`src/rtl/rtc_emu_pkg.sv`:
```
package rtc_emu_pkg;
  localparam int FLG_UPD  = 4;
  localparam int FLG_ALM  = 5;
  localparam int FLG_PER  = 6;
  localparam int FLG_PEND = 7;

  typedef struct packed {
    logic [4:0] hr;
    logic [5:0] mn;
    logic [5:0] sc;
  } hms_t;

  typedef enum logic [1:0] {CH_OFF, CH_ARMED, CH_CATCH} ch_state_e;
endpackage

```
`src/rtl/rtc_step_sel.sv`:
```
module rtc_step_sel #(
  parameter int CNT_W     = 32,
  parameter int DEF_STEP  = 1024,
  parameter int BASE_LOG2 = 6,
  parameter int MAX_LOG2  = 13,
  parameter int LIM_W     = 6
) (
  input  logic [3:0]       rate_code,
  input  logic             per_en,
  output logic [CNT_W-1:0] step,
  output logic [LIM_W-1:0] limit
);
  localparam logic [CNT_W-1:0] DEF_V = CNT_W'(DEF_STEP);
  localparam logic [3:0]       BASE  = 4'(BASE_LOG2);
  localparam logic [3:0]       KMAX  = 4'(MAX_LOG2);

  logic [3:0] k;

  always_comb begin
    k = rate_code;
    if (k < 4'd1) k = 4'd1;
    if (k > KMAX) k = KMAX;
    if (per_en && k > BASE) step = DEF_V >> (k - BASE);
    else                    step = DEF_V;
    if (k <= BASE) limit = LIM_W'(1) << (BASE - k);
    else           limit = LIM_W'(1);
  end
endmodule

```
`src/rtl/rtc_cmp_ctl.sv`:
```
module rtc_cmp_ctl
  import rtc_emu_pkg::*;
#(
  parameter int CNT_W  = 32,
  parameter int LOST_W = 8
) (
  input  logic              clk,
  input  logic              rst_n,
  input  logic [CNT_W-1:0]  counter,
  input  logic [CNT_W-1:0]  step,
  input  logic              any_en,
  output logic              done,
  output logic [LOST_W-1:0] lost
);
  ch_state_e        st_q;
  logic [CNT_W-1:0] cmp_q;
  logic [LOST_W-1:0] lost_q;
  logic [CNT_W-1:0] diff;
  logic             reached, behind;

  always_comb begin
    diff    = counter - cmp_q;
    reached = !diff[CNT_W-1];
    behind  = reached && (diff != '0);
    done    = any_en && (st_q == CH_CATCH) && !behind;
    lost    = lost_q;
  end

  always_ff @(posedge clk) begin
    if (!rst_n) begin
      st_q   <= CH_OFF;
      cmp_q  <= '0;
      lost_q <= '0;
    end else if (!any_en) begin
      st_q <= CH_OFF;
    end else begin
      case (st_q)
        CH_OFF: begin
          cmp_q <= counter + step;
          st_q  <= CH_ARMED;
        end
        CH_ARMED: if (reached) begin
          cmp_q  <= cmp_q + step;
          lost_q <= '0;
          st_q   <= CH_CATCH;
        end
        CH_CATCH: if (behind) begin
          cmp_q <= cmp_q + step;
          if (lost_q != '1) lost_q <= lost_q + 1'b1;
        end else begin
          st_q <= CH_ARMED;
        end
        default: st_q <= CH_OFF;
      endcase
    end
  end

  // with nothing enabled the channel drops to off
  a_r10_off_when_idle: assert property (@(posedge clk) disable iff (!rst_n)
    !any_en |=> st_q == CH_OFF);
  // arming loads counter + step
  a_r2_arm_load: assert property (@(posedge clk) disable iff (!rst_n)
    (st_q == CH_OFF && any_en) |=> cmp_q == $past(counter + step));
  // each catch-up cycle advances by exactly one step
  a_r4_catchup_step: assert property (@(posedge clk) disable iff (!rst_n)
    (st_q == CH_CATCH && any_en && behind) |=> cmp_q == $past(cmp_q + step));
  // a zero step would never catch up
  a_r3_step_nonzero: assert property (@(posedge clk) disable iff (!rst_n)
    any_en |-> step != '0);
  // services never complete back to back
  a_r9_no_double_service: assert property (@(posedge clk) disable iff (!rst_n)
    done |=> !done);
endmodule

```
`src/rtl/rtc_flag_gen.sv`:
```
module rtc_flag_gen
  import rtc_emu_pkg::*;
#(
  parameter int LOST_W = 8,
  parameter int LIM_W  = 6
) (
  input  logic              clk,
  input  logic              rst_n,
  input  logic              done,
  input  logic [LOST_W-1:0] lost,
  input  logic              upd_en,
  input  logic              alm_en,
  input  logic              per_en,
  input  logic [LIM_W-1:0]  limit,
  input  hms_t              tod,
  input  hms_t              alarm,
  output logic [15:0]       word,
  output logic              pulse
);
  localparam int CW = LOST_W + 1;

  logic [CW-1:0] pie_q, pie_nx;
  logic [5:0]    prev_q;
  logic          f_upd, f_alm, f_per, f_any;
  logic [15:0]   word_q;
  logic          pulse_q;

  always_comb begin
    pie_nx = pie_q + CW'(lost) + CW'(1);
    f_per  = per_en && (pie_nx >= CW'(limit));
    f_upd  = upd_en && (tod.sc != prev_q);
    f_alm  = alm_en && (tod == alarm);
    f_any  = f_per || f_upd || f_alm;
  end

  always_ff @(posedge clk) begin
    if (!rst_n) begin
      pie_q   <= '0;
      prev_q  <= '0;
      word_q  <= '0;
      pulse_q <= 1'b0;
    end else begin
      pulse_q <= done && f_any;
      if (!per_en)   pie_q <= '0;
      else if (done) pie_q <= f_per ? '0 : pie_nx;
      if (done && f_upd) prev_q <= tod.sc;
      if (done && f_any) begin
        word_q           <= '0;
        word_q[15:8]     <= 8'd1;
        word_q[FLG_PEND] <= 1'b1;
        word_q[FLG_PER]  <= f_per;
        word_q[FLG_ALM]  <= f_alm;
        word_q[FLG_UPD]  <= f_upd;
      end
    end
  end

  assign word  = word_q;
  assign pulse = pulse_q;

  // strobe lasts one cycle
  a_r9_pulse_single: assert property (@(posedge clk) disable iff (!rst_n)
    pulse_q |=> !pulse_q);
  // a pulse always carries pending, a count of one and some cause
  a_r8_word_on_pulse: assert property (@(posedge clk) disable iff (!rst_n)
    pulse_q |-> (word_q[15:8] == 8'd1 && word_q[FLG_PEND] && word_q[6:4] != 3'b0));
  // word changes only together with a pulse
  a_r8_word_hold: assert property (@(posedge clk) disable iff (!rst_n)
    !pulse_q |-> $stable(word_q));
  // count is zero whenever periodic is off
  a_r5_count_cleared: assert property (@(posedge clk) disable iff (!rst_n)
    !$past(per_en) |-> pie_q == '0);
endmodule

```
`src/rtl/rtc_irq_emu.sv`:
```
module rtc_irq_emu
  import rtc_emu_pkg::*;
#(
  parameter int CNT_W    = 32,
  parameter int DEF_STEP = 1024,
  parameter int LOST_W   = 8
) (
  input  logic             clk,
  input  logic             rst_n,
  input  logic [CNT_W-1:0] counter,
  input  logic             upd_en,
  input  logic             alm_en,
  input  logic             per_en,
  input  logic [3:0]       rate_code,
  input  logic [4:0]       alm_hr,
  input  logic [5:0]       alm_min,
  input  logic [5:0]       alm_sec,
  input  logic [4:0]       tod_hr,
  input  logic [5:0]       tod_min,
  input  logic [5:0]       tod_sec,
  output logic [15:0]      irq_word,
  output logic             irq_pulse
);
  localparam int BASE_LOG2 = 6;
  localparam int LIM_W     = BASE_LOG2;

  logic [CNT_W-1:0]  step;
  logic [LIM_W-1:0]  limit;
  logic              done;
  logic [LOST_W-1:0] lost;
  logic              any_en;
  hms_t              tod, alarm;

  assign any_en = upd_en | alm_en | per_en;
  assign tod    = '{hr: tod_hr, mn: tod_min, sc: tod_sec};
  assign alarm  = '{hr: alm_hr, mn: alm_min, sc: alm_sec};

  rtc_step_sel #(.CNT_W(CNT_W), .DEF_STEP(DEF_STEP), .BASE_LOG2(BASE_LOG2),
                 .MAX_LOG2(13), .LIM_W(LIM_W)) u_step (
    .rate_code(rate_code), .per_en(per_en), .step(step), .limit(limit));

  rtc_cmp_ctl #(.CNT_W(CNT_W), .LOST_W(LOST_W)) u_cmp (
    .clk(clk), .rst_n(rst_n), .counter(counter), .step(step),
    .any_en(any_en), .done(done), .lost(lost));

  rtc_flag_gen #(.LOST_W(LOST_W), .LIM_W(LIM_W)) u_flag (
    .clk(clk), .rst_n(rst_n), .done(done), .lost(lost),
    .upd_en(upd_en), .alm_en(alm_en), .per_en(per_en), .limit(limit),
    .tod(tod), .alarm(alarm), .word(irq_word), .pulse(irq_pulse));
endmodule

```
`config.mk`:
```
export PLATFORM = sky130hd
export DESIGN_NAME = rtc_irq_emu
export DESIGN_NICKNAME = d
export VERILOG_FILES = /design/src/rtl/rtc_emu_pkg.sv /design/src/rtl/rtc_step_sel.sv /design/src/rtl/rtc_cmp_ctl.sv /design/src/rtl/rtc_flag_gen.sv /design/src/rtl/rtc_irq_emu.sv
export SDC_FILE = /design/constraint.sdc
export NUM_CORES = 1
export LEC_CHECK = 0
export ABC_AREA = 1
export BUFFER_PORTS_ARGS = -buffer_cell sky130_fd_sc_hd__buf_2
export CELL_PAD_IN_SITES_DETAIL_PLACEMENT = 1
export CELL_PAD_IN_SITES_GLOBAL_PLACEMENT = 2
export CORE_MARGIN = 2
export CORE_UTILIZATION = 31
export CTS_CLUSTER_DIAMETER = 120
export CTS_CLUSTER_SIZE = 12
export DETAILED_ROUTE_END_ITERATION = 8
export MAX_ROUTING_LAYER = met4
export PLACE_DENSITY = 0.83
export SLEW_MARGIN = 20
export SYNTH_ARGS = -nofsm -noshare
export SYNTH_HDL_FRONTEND = slang
export SYNTH_SLANG_ARGS = --single-unit
export TNS_END_PERCENT = 5
```
`constraint.sdc`:
```
create_clock -name clk -period 5.6 [get_ports clk]
set_clock_uncertainty 0.15 [all_clocks]
set_input_delay 1.12 -clock clk [delete_from_list [all_inputs] [get_ports clk]]
set_output_delay 1.12 -clock clk [all_outputs]
set_load 0.03 [all_outputs]
```
==> results.cfg, run 1 <==
[timing]
finalSetupTns_ps = 0
maxSlewViolCount = 0
slew_headroom_pct = 42.4
finalHoldViolCount = 0
final-setup-viol-count = 0
rsz0062_at_grt = false
min_period_ps = 4370
finalCritPeriodShare_pct = 78.0
fin_ws_ps = 1230
worst_slew_pin_slew_ps = 864
fmax_mhz = 229

[place]
port_buffers = 80
hpwl_um = 21600
dp_cells = 1749
place_congestion = 0.855
place_ws_ps = 915

[synthesis]
synth_xor_area_share_pct = 6.38
synth.area.mux_share_pct = 0
synth_compound_area_share_pct = 11.2
synth_warnings = 0
seq_area_frac_synth_pct = 16.1
avgSynthCellArea_um2 = 5.61
yosysTopAreaCellShare_pct = 19.8
synth_cell_type_count = 42
syn_inst = 1371
yosys.area_share.simple_pct = 40.8
yosys-top-cells-area = nand2_1 20%, dfxtp_1 16%, inv_1 11%
yosysTopAreaCell = nand2_1
synth_fa_ha_area_share_pct = 10.9
syn-cell-area_um2 = 7690
synth-seq-cells = 62
synth_top_family_by_area = simple AND/OR/NAND/NOR gates

[cells_and_area]
fill_cells = 3359
drive_above_1_share_pct = 8.12
final_common_cell = nand2_1
stdcell_count = 1765
finish.utilization_pct = 35.7
final_cell_mix = 406 x nand2_1, 227 x inv_1, 173 x nor2_1, 107 x nand3_1, 106 x a21oi_1
area.growth.synth_to_final_pct = 12.8
antennaDiodeCount = 0
layout.nets = 1576

[worst_setup_path]
worst_ep_required_time_ps = 5680
cp_cell_sequence = buf_2 -> nand2_1 -> nand2_1 -> inv_1 -> ha_1 -> xor2_1 -> inv_1 -> nand2_1 -> nor2_1 -> ha_1 -> nand3_1 -> nand2_1 -> nand3_1 -> nand2_1 -> nand4_1 -> nand2_1 -> nand3_1 -> nor2_2 -> nand2_1 -> nor2_2 -> nand3b_1 -> xor2_1 -> nor2_1 -> nor2_1
crit_fanout = 5
cp_data_arrival_time_ps = 4450
max_stage_delay_ps = 340
cp_slowest_cell = ha_1
worst_setup_path_start_kind = primary input
crit_top_cell = nand2_1
worstSetupPathType = in -> reg
end_kind = flip-flop

[routing]
drt_pass1_iterations = 4
routed_wl_um = 25900
dr.first_iter.drc_count = 387
via_per_inst = 4.81
antenna_left = 0
post_drt_wl_per_cell_um = 14.7
vias = 8490
drc = 0

[run_status]
status = complete, no violations

[clock_network]
postCtsHoldBufs = 0
cts.clk_slew.worst_paths_ps = 60
cts_buffers = 9
cts_resized = 0
cts_tree = done
clkLatencyLatePin_ps = 340
postCtsSetupRepairBufs = 0
cts_num_sinks = 62
root_buffer = clkbuf_16
htreeDepth = 3
clockBufferDepth = 2

[global_route]
grt_first_pass_wirelength_um = 42200
grt_max_degree = 54
grt-ovfl-total = 0
grt_pass1_vias = 8313
antenna_found_initial = 0
track_usage_pct = 20.6

[power]
power_density_nw_per_um2 = 509
peakVddDrop_mv = 0.176
power_leakage_uw = 0.00469

[hold_path]
hp-class = reg -> reg

[floorplan]
die-area_um2 = 26100
core_um2 = 24300
die_x_um = 162
pin_count = 92
initial_core_util_pct = 31.6
die_h_um = 162
rows = 57

[run]
max-cap-violations = 0
-- sequential cells by signal, summed over array words and instances, names as in the netlist --
| name | count |
|---|---|
| u_cmp.lost | 8 |
| u_cmp.st_q | 2 |
| u_flag.word | 4 |
| u_flag.pie_q | 9 |
| u_cmp.cmp_q | 32 |
| u_flag.prev_q | 6 |
| u_flag.pulse | 1 |
-- report_power, final --
group          leakage [uW]  switching [uW]  internal, uW
clock              0.000170             214           460
combinational       0.00401            2040          1030
sequential         0.000509            91.2           582
total               0.00469            2340          2070
-- synth_stat cells --
cell	count
nor3b_1	1
o21bai_1	3
clkinv_1	1
a22o_1	1
a31oi_1	1
nor3_1	14
buf_6	4
o2111ai_1	1
and3_1	2
and2_1	6
buf_2	8
fa_1	3
a221oi_1	3
buf_1	4
conb_1	1
o21ai_2	1
nor2_8	1
xor2_1	37
o21ai_0	29
a211oi_1	1
dfxtp_1	62
nand4_1	19
a21boi_0	2
a21oi_1	106
o211ai_1	4
clkbuf_1	11
nand3b_1	7
nand2_2	4
nand3_1	107
nor4_1	7
xnor2_1	19
inv_1	227
nor2_2	5
inv_2	4
ha_1	62
buf_4	15
a21o_1	2
nor2_1	173
o22ai_1	5
o21ai_1	1
nand2_1	406
or2_2	1
-- through the flow --
| stage | hold WS [ps] | total power (uW) | instance area, um2 |
|---|---|---|---|
| 2_1_floorplan | 278 | 2990 | 7730 |
| 3_3_place_gp | 291 | 3710 | 8330 |
| 3_5_place_dp | 302 | 3760 | 8330 |
| 4_1_cts | 310 | 4460 | 8680 |
| 5_1_grt | 336 | 4900 | 8680 |
| 6_report | 302 | 4420 | 8680 |
-- path summary, 6_finish.rpt --
check	start	endpoint	slack (ps)	cells after the start
setup / recovery	rate_code[3]	u_cmp.cmp_q[31]	1230	24
setup reg to reg	u_cmp.st_q[1]	u_cmp.cmp_q[31]	1750	17
hold / removal	u_flag.pie_q[7]	u_flag.pie_q[7]	300	2
hold reg to reg	u_flag.pie_q[7]	u_flag.pie_q[7]	300	2
-- cell families after synthesis --
family	Yosys count
simple gates	753
fa+ha+maj	65
compound gates	160
other cells	1
flops	62
xor+xnor	56
buf+inv	274
-- layer usage --
layer / up-vias / share of wire [%] / track usage [%]
met5: - / 0 / -
met4: 0 / 0.54 / 2.56
met3: 10 / 2.8 / 2.21
met2: 113 / 45 / 33.3
met1: 3948 / 51 / 28.4
li1: 4419 / - / -
-- critical path: cells and delay by family --
family	cells	cell delay, ps
AND/OR/NAND/NOR	17	1990
buffers and inverters	3	380
adder cells (fa/ha/maj)	2	570
XOR/XNOR	2	390
-- final cells by class --
type / count / area [um2] / area share [%]
clock buffers: 13 / 260 / 3.00
clock inverters: 3 / 90.1 / 1.04
inverters: 232 / 871 / 10.0
multi-input cells: 1045 / 5370 / 61.8
flip-flops and latches: 62 / 1240 / 14.3
well taps: 324 / 405 / 4.67
repair buffers: 86 / 445 / 5.13
(Power assumes the default switching activity.)
==> run 2, diff against run 1 <==
- CORE_UTILIZATION: 31 -> 28
- PLACE_DENSITY: 0.83 -> 0.8
- clock period: 5.6 -> 3.6 ns (I/O delays scaled with it)
==> results.cfg, run 2 (synthesized netlist as in run 1, its figures left out) <==
[routing]
antenna_left = 0
drc = 0
drt_pass1_iterations = 4
via_per_inst = 4.66
dr.first_iter.drc_count = 344
vias = 9044
post_drt_wl_per_cell_um = 14.5
routed_wl_um = 28200

[global_route]
grt_pass1_vias = 9046
track_usage_pct = 20.0
grt-ovfl-total = 0
antenna_found_initial = 0
grt_max_degree = 39
grt_first_pass_wirelength_um = 45200

[cells_and_area]
antennaDiodeCount = 0
fin_area_um2 = 10300
drive_above_1_share_pct = 22.1
regMostFlops = u_cmp.cmp_q
final_cell_mix = 384 x nand2_1, 222 x inv_1, 163 x nor2_1, 152 x buf_4, 101 x a21oi_1
layout.nets = 1735
final_common_cell = nand2_1
largest_register_ffs = 32
stdcell_count = 1940
area.growth.synth_to_final_pct = 34.0

[worst_setup_path]
end_kind = flip-flop
cp_slowest_cell = ha_1
path_delay_family = simple AND/OR/NAND/NOR gates
crit_buf_inv = 3
worstSetupPathType = in -> reg
crit_fanout = 5
cp_data_arrival_time_ps = 3550
crit_top_cell = nand2_2
worst_ep_required_time_ps = 3680
max_stage_delay_ps = 330
worst_setup_path_start_kind = primary input
cp_cell_sequence = buf_2 -> nand2_2 -> nand2_4 -> inv_4 -> ha_4 -> xor2_4 -> inv_2 -> nand2_2 -> nor2_1 -> ha_1 -> nand3_1 -> nand2_2 -> nand3_2 -> nand2_2 -> nand4_1 -> nand2_2 -> nand3_4 -> nor2_4 -> nand2_4 -> nor2_4 -> nand3b_1 -> xor2_1 -> nor2_1 -> nor2_1

[floorplan]
die-area_um2 = 28800
die_x_um = 170
pin_count = 92
initial_core_util_pct = 28.5
rows = 60
core_um2 = 27000
die_h_um = 170

[timing]
fmax_mhz = 288
fin_ws_ps = 132
slew_headroom_pct = 55.3
finalCritPeriodShare_pct = 96.3
final-setup-viol-count = 0
min_period_ps = 3470
worst_slew_pin_slew_ps = 667
rsz0062_at_grt = true
finalHoldViolCount = 0
maxSlewViolCount = 0

[clock_network]
cts_tree = done
root_buffer = clkbuf_16
clkLatencyLatePin_ps = 340
cts.clk_slew.worst_paths_ps = 50
postCtsHoldBufs = 0
clockBufferDepth = 2
htreeDepth = 3
cts_buffers = 9
cts_num_sinks = 62

[place]
place_ws_ps = -582
hpwl_um = 23400
dp_cells = 1912
place_congestion = 0.861
placed_cell_area_um2 = 9480
port_buffers = 80

[run]
max-cap-violations = 0

[power]
peakVddDrop_mv = 0.279
power_density_nw_per_um2 = 765
power_leakage_uw = 0.00552

[run_status]
status = complete, no violations

[hold_path]
hp-class = reg -> reg
## run 2: changes by cell type in the layout (fill, tap and decap cells not counted), moves of 10 or more
cell     change
nand3_2     +10
buf_4      +146
ha_1        -10
nand2_2     +18
nand3_1     -12
nand2_1     -22
nor2_1      -10
## run 2: worst reg2reg max path: stages, from the launching register on
cell	delay, ps
dfxtp_1	460
ha_4	180
inv_2	40
fa_2	400
nand3_2	80
nand3_2	90
nand3_2	70
nand3b_1	190
buf_4	200
xor2_1	130
nor2_1	120
nand2_1	80
nor3_2	200
nand3_2	150
nand2_2	140
buf_6	120
nand3b_1	130
buf_2	210
nand2_1	60
nand2_1	40
nor2_1	80
## run 2: path summary, 6_finish.rpt
| path | from | to | slack (ps) | depth (start not counted) |
|---|---|---|---|---|
| worst max-delay path | rate_code[3] | u_cmp.cmp_q[31] | 130 | 24 |
| worst min-delay path | u_flag.word[5] | u_flag.word[5] | 310 | 2 |
| worst max register to register | u_cmp.cmp_q[0] | u_flag.prev_q[1] | 210 | 20 |
| worst min register to register | u_flag.word[5] | u_flag.word[5] | 310 | 2 |
## run 2: area by class of cell
type	count	area [um2]
tap	341	427
clock buffer	12	256
multi-input combinational	1045	5760
clock inverter	3	43.8
fill	3654	16600
sequential	62	1240
timing repair buffer	245	1710
inverter	232	873
## run 2: what timing repair did
action / CTS / global route
endpoints found under the setup margin: 12 / 61
buffers inserted: 1 / 10
cloned: 0 / 2
gates resized for setup: 12 / 97
pin swaps: 2 / 32
## run 2: through the flow
stage / setup TNS [ps] / utilization [%] / hold slack [ps] / power, uW
CTS: 0 / 36.5 / 310 / 7650
floorplan: -8.91 / - / 278 / 4650
detailed placement: -18240 / 35.2 / 301 / 6680
global route: -749 / 38.2 / 336 / 8750
global placement: -13690 / 35.2 / 290 / 6550
finish: 0 / 38.2 / 308 / 7880
## run 2: per-layer routing
metal | vias to the layer above | share of wire (%) | GRT usage (%)
met5 | - | 0 | -
met4 | 0 | 1.4 | 4.31
met3 | 19 | 2.0 | 2.12
met2 | 100 | 47 | 32.7
met1 | 4189 | 50 | 26.8
li1 | 4736 | - | -
## run 2: report_power, final
group / internal [uW] / leakage, uW / switching [uW]
Clock: 570 / 0.000149 / 333
Sequential: 906 / 0.000509 / 150
Combinational: 2420 / 0.00486 / 3500
Total: 3900 / 0.00552 / 3980
